## src/rtl/frm_rd_pkg.sv

```systemverilog
`timescale 1ns/1ps
package frm_rd_pkg;
  localparam int unsigned DIM_W   = 13;
  localparam int unsigned W_LSB   = 13;
  localparam int unsigned RDY_BIT = 26;

  localparam logic [3:0] A_CTRL  = 4'd0;
  localparam logic [3:0] A_STAT  = 4'd1;
  localparam logic [3:0] A_IRQ   = 4'd2;
  localparam logic [3:0] A_FRESH = 4'd3;
  localparam logic [3:0] A_RPT   = 4'd4;
  localparam logic [3:0] A_GEOM  = 4'd5;
  localparam logic [3:0] A_BASE  = 4'd6;
  localparam logic [3:0] A_CAPS  = 4'd7;

  typedef struct packed {
    logic [DIM_W-1:0] w;
    logic [DIM_W-1:0] h;
  } geom_t;
endpackage

```

## src/rtl/frm_rd_clamp.sv

```systemverilog
`timescale 1ns/1ps
module frm_rd_clamp
  import frm_rd_pkg::*;
#(
  parameter int unsigned MAX_W = 1920,
  parameter int unsigned MAX_H = 1080
) (
  input  geom_t raw_i,
  output geom_t clp_o
);
  localparam logic [DIM_W-1:0] LIM_W = DIM_W'(MAX_W);
  localparam logic [DIM_W-1:0] LIM_H = DIM_W'(MAX_H);

  always_comb begin
    clp_o.w = (raw_i.w > LIM_W) ? LIM_W : raw_i.w;
    clp_o.h = (raw_i.h > LIM_H) ? LIM_H : raw_i.h;
  end
endmodule

```

## src/rtl/frm_rd_cnt.sv

```systemverilog
`timescale 1ns/1ps
module frm_rd_cnt #(
  parameter int unsigned W = 32
) (
  input  logic         clk_i,
  input  logic         rst_ni,
  input  logic         inc_i,
  output logic [W-1:0] cnt_o
);
  always_ff @(posedge clk_i or negedge rst_ni) begin
    if (!rst_ni)    cnt_o <= '0;
    else if (inc_i) cnt_o <= cnt_o + 1'b1;
  end


  cnt_step_chk: assert property (@(posedge clk_i) disable iff (!rst_ni)
    inc_i |=> cnt_o == W'($past(cnt_o) + 1'b1));
endmodule

```

## src/rtl/frm_rd_regs.sv

```systemverilog
`timescale 1ns/1ps
module frm_rd_regs
  import frm_rd_pkg::*;
#(
  parameter int unsigned ADDR_W = 32,
  parameter int unsigned MAX_W  = 1920,
  parameter int unsigned MAX_H  = 1080,
  parameter int unsigned CNT_W  = 32
) (
  input  logic              clk_i,
  input  logic              rst_ni,
  input  logic              we_i,
  input  logic [3:0]        addr_i,
  input  logic [31:0]       wdata_i,
  output logic [31:0]       rdata_o,
  input  logic              frame_end_i,
  input  logic              ready_i,
  input  logic              busy_i,
  input  logic [CNT_W-1:0]  fresh_cnt_i,
  input  logic [CNT_W-1:0]  rpt_cnt_i,
  input  geom_t             geom_i,
  output logic              run_o,
  output logic              irq_o,
  output logic [ADDR_W-1:0] base_o,
  output logic              commit_o,
  output geom_t             wr_geom_o
);
  localparam logic [DIM_W-1:0] CAP_W = DIM_W'(MAX_W);
  localparam logic [DIM_W-1:0] CAP_H = DIM_W'(MAX_H);

  logic irq_clr;
  logic unused_wdata;

  assign commit_o  = we_i && (addr_i == A_GEOM);
  assign irq_clr   = we_i && (addr_i == A_IRQ) && wdata_i[0];
  assign wr_geom_o = '{w: wdata_i[W_LSB +: DIM_W], h: wdata_i[DIM_W-1:0]};
  assign unused_wdata = ^wdata_i[31:W_LSB+DIM_W];

  always_ff @(posedge clk_i or negedge rst_ni) begin
    if (!rst_ni) begin
      run_o  <= 1'b0;
      irq_o  <= 1'b0;
      base_o <= '0;
    end else begin
      if (we_i && addr_i == A_CTRL) run_o  <= wdata_i[0];
      if (we_i && addr_i == A_BASE) base_o <= wdata_i[ADDR_W-1:0];
      if (frame_end_i)  irq_o <= 1'b1;
      else if (irq_clr) irq_o <= 1'b0;
    end
  end

  always_comb begin
    rdata_o = '0;
    unique case (addr_i)
      A_CTRL:  rdata_o[0] = run_o;
      A_STAT:  rdata_o[0] = busy_i;
      A_IRQ:   rdata_o[0] = irq_o;
      A_FRESH: rdata_o = 32'(fresh_cnt_i);
      A_RPT:   rdata_o = 32'(rpt_cnt_i);
      A_GEOM:  rdata_o[W_LSB+DIM_W-1:0] = {geom_i.w, geom_i.h};
      A_BASE:  rdata_o = 32'(base_o);
      A_CAPS:  rdata_o[RDY_BIT:0] = {ready_i, CAP_W, CAP_H};
      default: rdata_o = '0;
    endcase
  end


  irq_set_chk: assert property (@(posedge clk_i) disable iff (!rst_ni)
    frame_end_i |=> irq_o);

  irq_hold_chk: assert property (@(posedge clk_i) disable iff (!rst_ni)
    (irq_o && !irq_clr) |=> irq_o);
endmodule

```

## src/rtl/frm_rd_desc_seq.sv

```systemverilog
`timescale 1ns/1ps
module frm_rd_desc_seq
  import frm_rd_pkg::*;
#(
  parameter int unsigned ADDR_W = 32
) (
  input  logic              clk_i,
  input  logic              rst_ni,
  input  logic              run_i,
  input  logic              commit_i,
  input  geom_t             commit_geom_i,
  input  logic [ADDR_W-1:0] commit_addr_i,
  input  logic              desc_ready_i,
  input  logic              frame_done_i,
  output logic              desc_valid_o,
  output logic [ADDR_W-1:0] desc_addr_o,
  output geom_t             desc_geom_o,
  output logic              desc_repeat_o,
  output geom_t             pend_geom_o,
  output logic              ready_o,
  output logic              busy_o,
  output logic              fresh_inc_o,
  output logic              rpt_inc_o,
  output logic              frame_end_o
);
  logic              pending_q, in_flight_q, have_prev_q;
  logic [ADDR_W-1:0] pend_addr_q;
  logic              launch, accept;

  assign launch      = run_i && !desc_valid_o && !in_flight_q && (pending_q || have_prev_q);
  assign accept      = desc_valid_o && desc_ready_i;
  assign frame_end_o = frame_done_i && in_flight_q;
  assign fresh_inc_o = accept && !desc_repeat_o;
  assign rpt_inc_o   = accept && desc_repeat_o;
  assign busy_o      = desc_valid_o || in_flight_q;
  // a fresh descriptor still on the port keeps software out
  assign ready_o     = !pending_q && !(desc_valid_o && !desc_repeat_o);

  always_ff @(posedge clk_i or negedge rst_ni) begin
    if (!rst_ni) begin
      pending_q     <= 1'b0;
      pend_addr_q   <= '0;
      pend_geom_o   <= '0;
      desc_valid_o  <= 1'b0;
      desc_addr_o   <= '0;
      desc_geom_o   <= '0;
      desc_repeat_o <= 1'b0;
      in_flight_q   <= 1'b0;
      have_prev_q   <= 1'b0;
    end else begin
      if (commit_i) begin
        pending_q   <= 1'b1;
        pend_addr_q <= commit_addr_i;
        pend_geom_o <= commit_geom_i;
      end else if (launch && pending_q) begin
        pending_q <= 1'b0;
      end
      if (launch) begin
        desc_valid_o  <= 1'b1;
        desc_repeat_o <= !pending_q;
        if (pending_q) begin
          desc_addr_o <= pend_addr_q;
          desc_geom_o <= pend_geom_o;
        end
      end else if (accept) begin
        desc_valid_o <= 1'b0;
        in_flight_q  <= 1'b1;
        if (!desc_repeat_o) have_prev_q <= 1'b1;
      end else if (frame_end_o) begin
        in_flight_q <= 1'b0;
      end
    end
  end


  desc_hold_chk: assert property (@(posedge clk_i) disable iff (!rst_ni)
    (desc_valid_o && !desc_ready_i) |=>
      (desc_valid_o && $stable(desc_addr_o) && $stable(desc_geom_o) && $stable(desc_repeat_o)));

  launch_needs_run_chk: assert property (@(posedge clk_i) disable iff (!rst_ni)
    $rose(desc_valid_o) |-> $past(run_i));

  commit_busy_chk: assert property (@(posedge clk_i) disable iff (!rst_ni)
    commit_i |=> !ready_o);

  stray_done_chk: assert property (@(posedge clk_i) disable iff (!rst_ni)
    (frame_done_i && !busy_o) |=> !busy_o);
endmodule

```

## src/rtl/frame_rd_ctrl.sv

```systemverilog
`timescale 1ns/1ps
module frame_rd_ctrl
  import frm_rd_pkg::*;
#(
  parameter int unsigned ADDR_W = 32,
  parameter int unsigned MAX_W  = 1920,
  parameter int unsigned MAX_H  = 1080,
  parameter int unsigned CNT_W  = 32
) (
  input  logic              clk_i,
  input  logic              rst_ni,
  input  logic              reg_we_i,
  input  logic [3:0]        reg_addr_i,
  input  logic [31:0]       reg_wdata_i,
  output logic [31:0]       reg_rdata_o,
  output logic              irq_o,
  output logic              desc_valid_o,
  input  logic              desc_ready_i,
  output logic [ADDR_W-1:0] desc_addr_o,
  output logic [12:0]       desc_width_o,
  output logic [12:0]       desc_height_o,
  output logic              desc_repeat_o,
  input  logic              frame_done_i
);
  localparam int unsigned N_CNT = 2;

  logic              run, commit, ready, busy, frame_end;
  logic [ADDR_W-1:0] base;
  geom_t             wr_geom, clp_geom, pend_geom, out_geom;
  logic [N_CNT-1:0]  cnt_inc;
  logic [CNT_W-1:0]  cnt_val [N_CNT];

  frm_rd_regs #(
    .ADDR_W(ADDR_W), .MAX_W(MAX_W), .MAX_H(MAX_H), .CNT_W(CNT_W)
  ) regs_i (
    .clk_i, .rst_ni,
    .we_i(reg_we_i), .addr_i(reg_addr_i), .wdata_i(reg_wdata_i), .rdata_o(reg_rdata_o),
    .frame_end_i(frame_end), .ready_i(ready), .busy_i(busy),
    .fresh_cnt_i(cnt_val[0]), .rpt_cnt_i(cnt_val[1]), .geom_i(pend_geom),
    .run_o(run), .irq_o, .base_o(base), .commit_o(commit), .wr_geom_o(wr_geom)
  );

  frm_rd_clamp #(.MAX_W(MAX_W), .MAX_H(MAX_H)) clamp_i (
    .raw_i(wr_geom), .clp_o(clp_geom)
  );

  frm_rd_desc_seq #(.ADDR_W(ADDR_W)) seq_i (
    .clk_i, .rst_ni,
    .run_i(run), .commit_i(commit), .commit_geom_i(clp_geom), .commit_addr_i(base),
    .desc_ready_i, .frame_done_i,
    .desc_valid_o, .desc_addr_o, .desc_geom_o(out_geom), .desc_repeat_o,
    .pend_geom_o(pend_geom), .ready_o(ready), .busy_o(busy),
    .fresh_inc_o(cnt_inc[0]), .rpt_inc_o(cnt_inc[1]), .frame_end_o(frame_end)
  );

  for (genvar g = 0; g < N_CNT; g++) begin : gen_cnt
    frm_rd_cnt #(.W(CNT_W)) cnt_i (
      .clk_i, .rst_ni, .inc_i(cnt_inc[g]), .cnt_o(cnt_val[g])
    );
  end

  assign desc_width_o  = out_geom.w;
  assign desc_height_o = out_geom.h;


  clamp_port_chk: assert property (@(posedge clk_i) disable iff (!rst_ni)
    desc_valid_o |-> (desc_width_o <= 13'(MAX_W) && desc_height_o <= 13'(MAX_H)));

  busy_idle_chk: assert property (@(posedge clk_i) disable iff (!rst_ni)
    desc_valid_o |-> reg_addr_i != 4'd1 || reg_rdata_o[0]);
endmodule

```

## config.mk

```make
export PLATFORM = sky130hd
export DESIGN_NAME = frame_rd_ctrl
export DESIGN_NICKNAME = d
export VERILOG_FILES = /design/src/rtl/frm_rd_pkg.sv /design/src/rtl/frm_rd_clamp.sv /design/src/rtl/frm_rd_cnt.sv /design/src/rtl/frm_rd_regs.sv /design/src/rtl/frm_rd_desc_seq.sv /design/src/rtl/frame_rd_ctrl.sv
export SDC_FILE = /design/constraint.sdc
export NUM_CORES = 1
export LEC_CHECK = 0
export CORE_AREA = 2 2 133 135
export DETAILED_ROUTE_END_ITERATION = 12
export DIE_AREA = 0 0 135 137
export PLACE_DENSITY = 0.94
export RECOVER_POWER = 50
export SLEW_MARGIN = 15
export SYNTH_ARGS = -nofsm -noshare
export SYNTH_HDL_FRONTEND = slang
export SYNTH_HIERARCHICAL = 1
export SYNTH_SLANG_ARGS = --single-unit
```

## constraint.sdc

```tcl
create_clock -name clk_i -period 4.95 [get_ports clk_i]
set_clock_uncertainty 0.05 [all_clocks]
set_input_delay 0.99 -clock clk_i [delete_from_list [all_inputs] [get_ports clk_i]]
set_output_delay 0.99 -clock clk_i [all_outputs]
set_load 0.005 [all_outputs]
```

==> run summary, run 1 <==
CLOCK TREE
--------------------------------------------------------------------------------------
Clock insertion delay at the later pin of the skew report                       500 ps
Clock tree from TritonCTS                                                          yes
Count of hold-fix buffers inserted at cts                                            0
Inserted Clock Buffers                                                              23
Post_cts resized                                                                     0
Post-CTS Setup Bufs                                                                  0
CTS root buffer                                                              clkbuf_16
Clock slew at the register clock pins of the worst setup and hold paths          60 ps
Deepest clock path buffer count                                                      3
Sink Count                                                                         219
Number of levels the H-tree was split into                                           1

MIN PATH
--------------------------------------------------------------------------------------
Hold worst-path end                                                       gen_cnt[1].cnt_i/cnt_o[31]
Min-Delay Path Class                                                      flop to flop
Worst hold path depth                                                                1
Min-delay src                                                             gen_cnt[1].cnt_i/cnt_o[31]

FINISH
--------------------------------------------------------------------------------------
Final design area excluding fillers                                       0.0121 sq mm
Post-layout util                                                                 0.708
Antenna cell count                                                                   0
Area added between synthesis and finish                                          20.3%
Final instance count without filler cells                                         1133
Share of final-layout standard cells stronger than drive strength 1              0.225
# nets final                                                                       938

SETUP PATH
--------------------------------------------------------------------------------------
Worst Path Required                                                            3910 ps
Element type at the critical path end                                      output port
CP peak stage delay                                                             750 ps
Source of the worst register-to-register timing path                      seq_i/desc_valid_o
Buf/Inv on CP                                                                        4
List of cells traversed by the critical path                              clkdlybuf4s50_1 -> buf_4 -> nor2b_1 -> buf_4 -> a22oi_1 -> o21ai_0 -> clkdlybuf4s50_1
Worst R2R End                                                             seq_i/desc_geom_o[2]
Signal arrival time at the worst endpoint                                      3480 ps
Critical-path cell with the highest stage delay                           clkdlybuf4s50_1
Worst setup SP type                                                       primary input
Cell family contributing the most delay on the critical path              buffers and inverters
Type of the setup path with the least slack                               primary input to output port
R2r worst-path depth                                                                 3
Highest fanout seen on the critical path                                            14
Slack of the worst reg-to-reg path                                              870 ps

SYNTHESIS
--------------------------------------------------------------------------------------
Register bit total from synthesis                                                  219
Share of synthesized area occupied by flip-flops and latches                     0.546
Number of enable flip-flop cells after synthesis                                     0
Share of synthesized registers carrying an async set or reset                     1.00
Most used flip-flop cell after synthesis                                       dfrtp_1
Warning count from the yosys run                                                     6
Number of cells produced by synthesis                                              784
Mean instance size in the synthesized netlist                               12.8 sq um
Count of unique library cells instantiated by Yosys                                 55
Area of the mapped netlist                                                0.0100 sq mm

GRT
--------------------------------------------------------------------------------------
First-pass GRT wire length                                                     39.9 mm
Number of antenna violations at the first check in global routing                    0
Total Routing Usage GR                                                           0.275
Total global routing overflow                                                        0
Via count of the first global-routing pass                                        7224
Pin count of the biggest net entering global routing                               101

FLOORPLAN
--------------------------------------------------------------------------------------
# IOs                                                                              134
# rows                                                                              48
Core Footprint                                                            0.0171 sq mm
Starting density of the core                                                     0.589
Die height                                                                 137 microns
Full die area                                                             0.0185 sq mm
Die W                                                                      135 microns

PWR
--------------------------------------------------------------------------------------
Leakage                                                                     0.00531 uW
Power density over the cells                                               420 mW/mm^2
Maximum ir drop on the vdd rail                                               0.299 mV

ROUTING
--------------------------------------------------------------------------------------
Number of DRC violations after detailed-routing iteration 0                        748
Routed Antenna Nets                                                                  0
Ratio of routed vias to standard cells                                            6.20
Detailed Routing Iterations Pass 1                                                   7
Final routed wire length divided by cell count                            21.8 microns
Overall routed net length                                                      24.7 mm
Total DRC errors in the routed layout                                                0
Total via count in the routed design                                              7027

TIMING
--------------------------------------------------------------------------------------
Post-Route Hold Slack                                                           434 ps
Count of final hold-check violations                                                 0
Pins over their slew limit                                                         160
Final setup violating endpoints                                                      0
Remaining max-slew budget at the tightest pin                                    -1.33
Sum of negative setup slack                                                       0 ps
Fmax                                                                         0.221 GHz
Least-Margin Pin Slew                                                          3490 ps
Setup repair after global routing missed its margin                              false
Final period util                                                                0.913
Final min period                                                               4520 ps

PLACEMENT
--------------------------------------------------------------------------------------
Detailed placement HPWL                                                        16.8 mm
Port buffer count                                                                  133
Placer Congestion                                                                0.882
Number of placed instances with taps included                                     1095
Cell area after placement                                                 0.0114 sq mm

RUN STATUS
--------------------------------------------------------------------------------------
Violated checks                                                           max-capacitance violations, max-slew violations
Run status                                                                complete, but fails checks

RUN
--------------------------------------------------------------------------------------
Number of max-capacitance violations reported                                        2

==> cells by family (layout without fill, tap and decap cells) <==
| group | after synthesis | count (layout) | synth area share |
|---|---|---|---|
| other cells | 1 | 4 | 0.000373 |
| xor+xnor | 62 | 62 | 0.0541 |
| simple gates | 182 | 182 | 0.116 |
| mux | 154 | 154 | 0.172 |
| buf+inv | 80 | 201 | 0.0495 |
| fa+ha+maj | 2 | 2 | 0.00249 |
| compound gates | 84 | 84 | 0.0599 |
| flops | 219 | 219 | 0.546 |
==> synthesized netlist by cell type (all sizes together), types with 2 or more instances <==
| library cell | n | area share |
|---|---|---|
| or4 | 5 | 0.0045 |
| nand3b | 3 | 0.0026 |
| or2 | 2 | 0.0012 |
| mux2 | 152 | 0.17 |
| nor2 | 20 | 0.0077 |
| nor3 | 20 | 0.010 |
| clkbuf | 7 | 0.0026 |
| mux2i | 2 | 0.0020 |
| a221o | 9 | 0.0090 |
| a21oi | 10 | 0.0050 |
| nand4 | 22 | 0.017 |
| xnor2 | 38 | 0.033 |
| xor2 | 24 | 0.021 |
| o21ai | 18 | 0.0090 |
| nor4 | 12 | 0.010 |
| nor3b | 10 | 0.0075 |
| ha | 2 | 0.0025 |
| dfrtp | 219 | 0.55 |
| a21o | 3 | 0.0022 |
| buf | 60 | 0.042 |
| nor2b | 3 | 0.0019 |
| nor4bb | 4 | 0.0040 |
| nand2b | 3 | 0.0019 |
| a22oi | 35 | 0.026 |
| inv | 13 | 0.0049 |
| and4 | 10 | 0.0090 |
| a222oi | 5 | 0.0050 |
| or3 | 4 | 0.0025 |
| and3 | 8 | 0.0050 |
| and2 | 9 | 0.0057 |
| nand3 | 18 | 0.0090 |
| nand2 | 23 | 0.0086 |
| and4bb | 2 | 0.0025 |
==> sequential cells by signal (all words and copies together), names as in the netlist <==
name	flops
regs_i/irq_o	1
seq_i/desc_addr_o	32
seq_i/pend_geom_o	26
gen_cnt.cnt_i/cnt_o	64
seq_i/pend_addr_q	32
seq_i/have_prev_q	1
seq_i/desc_geom_o	26
seq_i/desc_valid_o	1
seq_i/desc_repeat_o	1
seq_i/pending_q	1
regs_i/run_o	1
seq_i/in_flight_q	1
regs_i/base_o	32
==> report_power, final <==
group	switching [uW]	internal [uW]
clock	677	1040
combinational	340	604
sequential	281	2140
==> area by class of cell <==
cell class | count | area (sq um)
clock buffer | 34 | 677
tap | 225 | 282
fill | 1150 | 4970
timing repair buffer | 150 | 1470
clock inverter | 4 | 70.1
sequential | 219 | 5480
inverter | 13 | 48.8
multi-input combinational | 488 | 4050
==> worst max path at each step <==
stage	startpoint	endpoint	slack (ps)	cells past startpoint
detailed placement	reg_addr_i[2]	reg_rdata_o[19]	580	6
global route	reg_addr_i[2]	reg_rdata_o[14]	370	7
floorplan	reg_addr_i[0]	reg_rdata_o[12]	2040	5
finish	reg_addr_i[2]	reg_rdata_o[14]	430	7
global placement	reg_addr_i[2]	reg_rdata_o[17]	630	7
CTS	reg_addr_i[2]	reg_rdata_o[14]	490	7
==> stage by stage <==
stage	total power [uW]	setup slack (ps)
floorplan	2840	2040
CTS	5130	486
finish	5080	433
global placement	3330	628
detailed placement	3400	578
global route	5300	371
==> per-layer routing <==
metal  wire (microns)  part of all wire  global-route usage  vias to the layer above
met4              672             0.027              0.0897                        0
met5                0                 0                   0                        -
met3             1830             0.074              0.0422                       65
met2            12000              0.49               0.456                      353
met1            10200              0.41               0.376                     3564
li1                 -                 -                   -                     3045
==> worst reg2reg max path, cell delays in order (launching register included) <==
cell and delay (ps):
dfrtp_1 460, nor4bb_1 360, clkbuf_1 2460, mux2_2 620
==> placed cells by master, fill, tap and decap left out, types with 7 or more instances in the layout <==
cell type,instances
nor4_1,8
buf_4,13
inv_1,13
nand3_1,18
xnor2_1,38
and2_1,8
a21oi_1,10
mux2_1,14
and3_1,8
nand2_1,23
xor2_1,24
clkbuf_16,23
nand4_1,22
and4_1,9
o21ai_1,7
nor3_1,20
mux2_2,138
dfrtp_1,219
a22oi_1,35
a221o_1,9
o21ai_0,11
nor3b_1,10
nor2_1,18
clkdlybuf4s50_1,131
Power figures use the tool's default switching activity.
==> run 2, diff against run 1 <==
- CAP_MARGIN: default -> 40
==> run summary, run 2 (synthesis gave the netlist of run 1 again) <==
RUN
--------------------------------------------------------------------------------------
Number of max-capacitance violations reported                                        2   unchanged

SETUP PATH
--------------------------------------------------------------------------------------
Worst Path Required                                                            3910 ps   about the same
Type of the setup path with the least slack                               primary input to output port
Element type at the critical path end                                      output port
Critical Path Start                                                       reg_addr_i[2]
Source of the worst register-to-register timing path                      seq_i/desc_valid_o
Highest fanout seen on the critical path                                            14   unchanged
Critical-path cell with the highest stage delay                           clkdlybuf4s50_1
Setup crit end                                                            reg_rdata_o[14]
CP peak stage delay                                                             750 ps   about the same
Slack of the worst reg-to-reg path                                              910 ps   +40 ps
Worst setup SP type                                                       primary input
Signal arrival time at the worst endpoint                                      3440 ps   -40 ps
Worst R2R End                                                             seq_i/desc_addr_o[23]
R2r worst-path depth                                                                 3   unchanged
List of cells traversed by the critical path                              clkdlybuf4s50_1 -> buf_4 -> nor2b_1 -> buf_4 -> a22oi_1 -> o21ai_0 -> clkdlybuf4s50_1

ROUTING
--------------------------------------------------------------------------------------
Total via count in the routed design                                              6947   -1.1%
Final routed wire length divided by cell count                            21.3 microns   -2.4%
Ratio of routed vias to standard cells                                            6.11   -1.5%
Number of DRC violations after detailed-routing iteration 0                        614   -18%
Overall routed net length                                                      24.2 mm   -2.0%
Routed Antenna Nets                                                                  0   unchanged
Total DRC errors in the routed layout                                                0   unchanged
Detailed Routing Iterations Pass 1                                                   5   -2

PWR
--------------------------------------------------------------------------------------
Sw Ratio                                                                         0.257   +0.00198
Leakage                                                                     0.00531 uW   about the same
Cell-internal power                                                            3770 uW   -0.27%
Share of total power in the clock network                                        0.337   about the same
Net switching power                                                            1310 uW   +0.77%
Maximum ir drop on the vdd rail                                               0.305 mV   +2.0%
Power share of the combinational group                                           0.186   about the same
Fraction of power consumed by sequential logic                                   0.477   about the same
Power density over the cells                                               419 mW/mm^2   -0.26%

CLOCK TREE
--------------------------------------------------------------------------------------
Clock slew at the register clock pins of the worst setup and hold paths          60 ps   about the same
Post-CTS Setup Bufs                                                                  0   unchanged
Inserted Clock Buffers                                                              23   unchanged
Deepest clock path buffer count                                                      3   unchanged
Sink Count                                                                         219   unchanged
Post_cts resized                                                                     0   unchanged
Count of hold-fix buffers inserted at cts                                            0   unchanged
Number of levels the H-tree was split into                                           1   unchanged
CTS root buffer                                                              clkbuf_16
Clock insertion delay at the later pin of the skew report                       500 ps   about the same
Clock tree from TritonCTS                                                          yes

FINISH
--------------------------------------------------------------------------------------
Share of final-layout standard cells stronger than drive strength 1              0.229   +0.00450
Final instance count without filler cells                                         1137   +0.35%
Max reg flops                                                                       64   unchanged
Most frequent standard cell in the layout excluding fill and tap cells         dfrtp_1
# nets final                                                                       939   +0.11%
Largest register by flop count                                            gen_cnt.cnt_i/cnt_o
Final design area excluding fillers                                       0.0121 sq mm   +0.26%
Commonest cells after routing, fill and taps aside                        219 x dfrtp_1, 138 x mux2_2, 131 x clkdlybuf4s50_1
Area added between synthesis and finish                                          20.6%
Antenna cell count                                                                   0   unchanged

TIMING
--------------------------------------------------------------------------------------
Final period util                                                                0.905   -0.00754
Least-Margin Pin Slew                                                          3490 ps   +0.850 ps
Fmax                                                                         0.223 GHz   +0.83%
Count of final hold-check violations                                                 0   unchanged
Sum of negative setup slack                                                       0 ps   unchanged
Final setup violating endpoints                                                      0   unchanged
Post-Route Hold Slack                                                           432 ps   -2.88 ps
Final min period                                                               4480 ps   -37.3 ps
Setup repair after global routing missed its margin                              false
Remaining max-slew budget at the tightest pin                                    -1.33   about the same
Pins over their slew limit                                                         160   unchanged

FLOORPLAN
--------------------------------------------------------------------------------------
Die height                                                                 137 microns   unchanged
# rows                                                                              48   unchanged
Die W                                                                      135 microns   unchanged
Core Footprint                                                            0.0171 sq mm   unchanged
Full die area                                                             0.0185 sq mm   unchanged
# IOs                                                                              134   unchanged
Starting density of the core                                                     0.589   unchanged

GRT
--------------------------------------------------------------------------------------
Number of antenna violations at the first check in global routing                    0   unchanged
First-pass GRT wire length                                                     39.0 mm   -2.2%
Via count of the first global-routing pass                                        7247   +0.32%
Total global routing overflow                                                        0   unchanged
Pin count of the biggest net entering global routing                               101   unchanged
Total Routing Usage GR                                                           0.269   -0.00589

RUN STATUS
--------------------------------------------------------------------------------------
Run status                                                                complete, but fails checks
Violated checks                                                           max-capacitance violations, max-slew violations

MIN PATH
--------------------------------------------------------------------------------------
Min-Delay Path Class                                                      flop to flop

PLACEMENT
--------------------------------------------------------------------------------------
Placer Congestion                                                                0.882   unchanged
Cell area after placement                                                 0.0114 sq mm   about the same
Detailed placement HPWL                                                        16.9 mm   +0.18%
Port buffer count                                                                  133   unchanged
Number of placed instances with taps included                                     1096   +0.091%

-- run 2: critical path: cells and delay by family --
kind | cells | cell delay (ps)
buffers and inverters | 4 | 1820
AND/OR/NAND/NOR | 1 | 210
AO/OA/AOI/OAI | 2 | 410
-- run 2: how the worst min path moves through the flow --
stage          slack [ps]                       start  depth (start not counted)                          to
4_1_cts               430  gen_cnt[1].cnt_i/cnt_o[31]                          1  gen_cnt[1].cnt_i/cnt_o[31]
3_3_place_gp          410  gen_cnt[1].cnt_i/cnt_o[31]                          1  gen_cnt[1].cnt_i/cnt_o[31]
2_1_floorplan         390  gen_cnt[1].cnt_i/cnt_o[31]                          1  gen_cnt[1].cnt_i/cnt_o[31]
3_5_place_dp          420  gen_cnt[1].cnt_i/cnt_o[31]                          1  gen_cnt[1].cnt_i/cnt_o[31]
5_1_grt               440  gen_cnt[1].cnt_i/cnt_o[31]                          1  gen_cnt[1].cnt_i/cnt_o[31]
6_report              430  gen_cnt[1].cnt_i/cnt_o[31]                          1  gen_cnt[1].cnt_i/cnt_o[31]
-- run 2: cell type report --
cell class / count / area (sq um)
Clock inverter: 11 / 139
Timing Repair Buffer: 151 / 1480
Tap cell: 225 / 282
Multi-Input combinational cell: 488 / 4070
Inverter: 13 / 48.8
Clock buffer: 30 / 612
Sequential cell: 219 / 5480
Fill cell: 1142 / 4940
-- run 2: power by group through the flow --
stage               Combinational (uW)  Clock [uW]  Sequential, uW
floorplan                          475           0            2360
global placement                   901           0            2430
detailed placement                 943           0            2460
CTS                                958        1740            2430
global route                      1020        1820            2470
finish                             944        1710            2420
-- run 2: per-layer routing --
layer | vias up | GRT usage | share of wire
li1 | 3063 | - | -
met5 | - | 0 | 0
met1 | 3518 | 0.368 | 0.42
met4 | 0 | 0.0966 | 0.025
met3 | 49 | 0.0378 | 0.072
met2 | 317 | 0.444 | 0.48
-- run 2: per-stage QoR --
| stage | utilization | worst slack (ps) | power, uW |
|---|---|---|---|
| CTS | 0.713 | 518 | 5130 |
| floorplan | - | 2040 | 2840 |
| global placement | 0.668 | 628 | 3330 |
| global route | 0.710 | 394 | 5300 |
| finish | 0.710 | 470 | 5080 |
| detailed placement | 0.669 | 547 | 3400 |
